==> src/rtl/divPkg.sv <==
package divPkg;

  // Strobes from the control decode into the arithmetic and flag logic
  typedef struct packed {
    logic zeroDiv;    // divisor is zero
    logic forceOnes;  // override quotient and remainder with all ones
  } divStrobeT;

  function automatic int carryWidth(input int dataW);
    return (dataW - 1) / 4 + 1;
  endfunction

endpackage

==> src/rtl/divCtrl.sv <==
module divCtrl
  import divPkg::*;
#(
  parameter int DataW = 8
) (
  input  logic [DataW-1:0] divisorIn,
  output divStrobeT        strobe
);

  logic isZero;

  assign isZero          = (divisorIn == '0);
  assign strobe.zeroDiv   = isZero;
  assign strobe.forceOnes = isZero;

endmodule

==> src/rtl/divCore.sv <==
module divCore
  import divPkg::*;
#(
  parameter int DataW = 8
) (
  input  logic [DataW-1:0] dividendIn,
  input  logic [DataW-1:0] divisorIn,
  input  divStrobeT        strobe,
  output logic [DataW-1:0] quotientOut,
  output logic [DataW-1:0] remainderOut
);

  // Partial remainder entering each restoring stage
  logic [DataW-1:0] remStage [0:DataW];
  logic [DataW-1:0] quotRaw;

  assign remStage[0] = '0;

  for (genvar stg = 0; stg < DataW; stg++) begin : gStage
    localparam int BitIdx = DataW - 1 - stg;
    logic [DataW:0]   shifted;
    logic [DataW-1:0] diffLo;
    logic             take;

    assign shifted = {remStage[stg], dividendIn[BitIdx]};
    assign take    = (shifted >= {1'b0, divisorIn});
    // Result fits in DataW bits whenever a subtraction is taken
    assign diffLo  = shifted[DataW-1:0] - divisorIn;

    assign quotRaw[BitIdx]  = take;
    assign remStage[stg+1]  = take ? diffLo : shifted[DataW-1:0];
  end

  assign quotientOut  = strobe.forceOnes ? '1 : quotRaw;
  assign remainderOut = strobe.forceOnes ? '1 : remStage[DataW];

endmodule

==> src/rtl/divFlags.sv <==
module divFlags
  import divPkg::*;
#(
  parameter int DataW = 8
) (
  input  logic [carryWidth(DataW)-1:0] carryIn,
  input  logic                         ovfIn,
  input  divStrobeT                    strobe,
  output logic [carryWidth(DataW)-1:0] carryOut,
  output logic                         ovfOut
);

  localparam int CarryW = carryWidth(DataW);

  // Incoming main carry and overflow are deliberately discarded
  logic unusedFlags;
  assign unusedFlags = ^{carryIn[CarryW-1], ovfIn};

  if (CarryW > 1) begin : gAux
    assign carryOut = {1'b0, carryIn[CarryW-2:0]};
  end else begin : gNoAux
    assign carryOut = 1'b0;
  end

  assign ovfOut = strobe.zeroDiv;

endmodule

==> src/rtl/divUnit.sv <==
module divUnit
  import divPkg::*;
#(
  parameter int DataW  = 8,
  localparam int CarryW = (DataW - 1) / 4 + 1
) (
  input  logic [DataW-1:0]  dividendIn,
  input  logic [DataW-1:0]  divisorIn,
  input  logic [CarryW-1:0] carryIn,
  input  logic              ovfIn,
  output logic [DataW-1:0]  quotientOut,
  output logic [DataW-1:0]  remainderOut,
  output logic [CarryW-1:0] carryOut,
  output logic              ovfOut
);

  divStrobeT strobe;

  divCtrl #(.DataW(DataW)) uCtrl (
    .divisorIn (divisorIn),
    .strobe    (strobe)
  );

  divCore #(.DataW(DataW)) uCore (
    .dividendIn   (dividendIn),
    .divisorIn    (divisorIn),
    .strobe       (strobe),
    .quotientOut  (quotientOut),
    .remainderOut (remainderOut)
  );

  divFlags #(.DataW(DataW)) uFlags (
    .carryIn  (carryIn),
    .ovfIn    (ovfIn),
    .strobe   (strobe),
    .carryOut (carryOut),
    .ovfOut   (ovfOut)
  );

endmodule

==> config.mk <==
export PLATFORM = sky130hd
export DESIGN_NAME = divUnit
export DESIGN_NICKNAME = d
export VERILOG_FILES = /design/src/rtl/divPkg.sv /design/src/rtl/divCtrl.sv /design/src/rtl/divCore.sv /design/src/rtl/divFlags.sv /design/src/rtl/divUnit.sv
export SDC_FILE = /design/constraint.sdc
export NUM_CORES = 1
export LEC_CHECK = 0
export ABC_CLOCK_PERIOD_IN_PS = 28500
export BUFFER_PORTS_ARGS = -buffer_cell sky130_fd_sc_hd__buf_2
export CAP_MARGIN = 20
export CORE_MARGIN = 2
export CORE_UTILIZATION = 30
export DETAILED_ROUTE_END_ITERATION = 16
export SLEW_MARGIN = 20
export SYNTH_ARGS = -nofsm -noshare
export SYNTH_HDL_FRONTEND = slang
export SYNTH_SLANG_ARGS = --single-unit
==> constraint.sdc <==
create_clock -name vclk -period 28.5
set_clock_uncertainty 0.1 [all_clocks]
set_input_delay 5.7 -clock vclk [all_inputs]
set_output_delay 5.7 -clock vclk [all_outputs]
set_load 0.02 [all_outputs]
==> results.md <==
Worst hold path:
- The hold path startpoint is carryIn[0].
- The path class of the lowest-slack min-delay path is in -> out.
- The hold-critical path depth is 0.
- The path with the worst hold slack has its endpoint at carryOut[0].

Timing:
- The post-layout minimum cycle time is 26760 ps.
- In the finished design, the share of the clock period the worst path needs comes to 93.89%.
- The setup-violating endpoint count in the final report is 0.
- The headroom to the max-slew limit is 53.78%.
- Based on the critical path, the design can be clocked at up to 37.37 MHz.
- The max-slew violation count is 0.
- The final sum of negative setup slack is 0 ps.
- Setup repair after global routing left no endpoint under its margin.
- The post-route worst hold slack is 11300 ps.
- The final hold violation count was 0.
- The actual slew at the worst max-slew pin is 693.2 ps.

Power:
- The total power of the final layout is 535.8 uW.
- The logic gate share of total power is 100.0%.
- The peak supply drop is 0.0001342 V.
- The net switching power is 296.8 uW.
- In this run, the clock network consumes 0% of the power.
- The internal power component is 239.0 uW.
- The analysis attributes to cell leakage a power of 2.009 nW.
- The power density over the cells is 135.7 nW/um^2.
- The sequential group share of total power is 0%.
- The net switching fraction of the power is 55.39%.

Status:
- The run finished with clean final reports.

Logic synthesis:
- The synthesized design spends more area on one cell type than any other, namely ha_1.
- The mean instance size in the synthesized netlist is 7.600 sq um.
- Sequential cells were found to cover 0% of the synthesized design area.
- The share of synthesized area in the top cell type comes to 21.36%.
- The post-synthesis cell count is 447.
- Synthesis produced a netlist with a net count of 531.
- Sorting the synthesized cells by area gives the leading types as ha_1 21%, inv_1 5.5%, xnor2_1 5.4%.
- The summed instance area of the synthesized netlist is 3397 sq um.
- Yosys printed 0 warnings.
- In this run, distinct cell masters in the synthesized netlist total 68.

Worst setup path:
- The element type at the critical path end is an output pin.
- The critical path buffer and inverter count is 9.
- The cell that appears most often on the critical path is ha_1.
- For the worst setup path, the data required time is 22700 ps.
- STA classifies the critical path startpoint as an input port.
- The slowest stage of the critical path belongs to the cell a211o_1.
- In this design, the stage delay of the slowest critical-path cell is 420 ps.
- The critical path is of the in -> out type.
- The data arrival time at the worst-slack endpoint is 20960 ps.
- Broken down by cell family, the worst path's largest delay share belongs to compound AO/OA/AOI/OAI gates.
- In this run the worst path has a maximum fanout of 9.

Floorplan:
- The initial core utilization is 31.06%.
- The vertical die dimension is 110.4 um.
- The die covers 12190 sq um.
- The I/O pin total is 38.
- The width of the die is 110.4 um.
- The standard cell core area is 10940 sq um.
- The number of placement rows is 38.

Global routing:
- The first global-routing pass estimated 16510 um of wire.
- Global routing used 15.73% of the available tracks across all layers.
- The number of global-route vias before repair came to 3417.
- The pin count of the biggest net entering global routing is 17.
- The total congestion overflow is 0.
- The number of antenna violations at the first check in global routing is 0.

Cells and area:
- Of the cells placed in the final design, the portion with a size suffix greater than 1 is 22.42%.
- There are 0 flip-flops and latches.
- Measured on the finished design, the core utilization comes to 36.11%.
- Compared with the post-synthesis result, the final layout area differs by 16.24%.
- At the end of the flow, the number of nets in the layout was 590.
- The clock buffer count in the final layout is 0.
- The area taken by flip-flops and latches is 0 sq um.
- The number of antenna diodes in the final layout is 0.
- The final non-filler cell total is 644.
- The commonest non-fill, non-tap cell in the layout is ha_1.
- In the layout the commonest cells are 58 x ha_1, 50 x inv_1, 33 x buf_2.

Routing:
- The final routed wirelength across all metal layers is 9728 um.
- The first TritonRoute pass finished after 4 iterations.
- The routed wire length per instance is 15.11 um.
- After detailed routing, the number of remaining DRC violations is 0.
- The post-detailed-route count of antenna-violating nets is 0.
- The via-per-instance ratio is 5.351.
- The routed layout has 3446 vias.
- The detailed router finished its first iteration with 180 violations.

Place:
- Routability-driven placement finished with a final weighted congestion of 0.8739.
- Input and output buffers added on the ports amount to 33.
- The total placed cells including tap cells is 637.
- The detailed placement HPWL is 7985 um.

Run:
- The number of maximum-capacitance violations is 0.

CTS:
- For this design, the CTS-stage hold fixing added 0 buffers.
==> per-layer routing <==
metal | vias up | wire length (um) | GRT usage, %
met5 | - | 0 | 0
met4 | 0 | 116 | 1.417
met3 | 8 | 438 | 1.372
met2 | 68 | 4319 | 26.22
met1 | 1606 | 4854 | 22.87
li1 | 1764 | - | -
==> how the worst max path moves through the flow <==
| stage | start | to | slack (ps) | cells after the start |
|---|---|---|---|---|
| floorplan | dividendIn[7] | remainderOut[1] | 2640 | 78 |
| global placement | dividendIn[7] | remainderOut[4] | 1270 | 82 |
| detailed placement | dividendIn[7] | remainderOut[2] | 1100 | 82 |
| CTS | dividendIn[7] | remainderOut[2] | 1010 | 82 |
| global route | dividendIn[7] | remainderOut[2] | 40 | 84 |
| finish | dividendIn[7] | remainderOut[1] | 1740 | 80 |
==> power groups by stage <==
stage | Clock [mW] | Sequential [mW] | Combinational, mW
after floorplan | 0 | 0 | 0.384
after global placement | 0 | 0 | 0.524
after detailed placement | 0 | 0 | 0.530
after CTS | 0 | 0 | 0.533
after global routing | 0 | 0 | 0.589
final | 0 | 0 | 0.536
==> Yosys cell counts, types with 8 or more instances <==
cell type  count
ha_1          58
inv_1         50
nand2_1       31
nor2_1        28
a21oi_1       27
o21ai_0       23
xnor2_1       21
nor2b_1       18
mux2_2        16
mux2i_1       13
a21o_1        11
nor3_1        11
o211ai_1      10
xor2_1         8
==> layout make-up <==
cell class         instances  area, sq um
well taps                140        175.2
inverters                 50        187.7
multi-input cells        390         3188
repair buffers            64        397.9
fillers                 1158         6987
==> what timing repair did <==
item,4_1_cts,5_1_grt
endpoints found under the setup margin,0,9
gates resized for setup,0,10
buffers inserted,0,7
==> stage by stage <==
stage	worst slack, ps	instance area (sq um)
finish	1742	3949
global route	36.34	3949
CTS	1010	3879
detailed placement	1097	3879
global placement	1267	3879
floorplan	2641	3397
==> cell families after synthesis <==
logic type | synth area share (%)
xor+xnor | 7.477
simple gates | 22.80
compound gates | 28.32
other cells | 0.1104
mux | 9.134
buf+inv | 6.666
fa+ha+maj | 25.49
No activity file was read; power rests on OpenSTA's default activity.
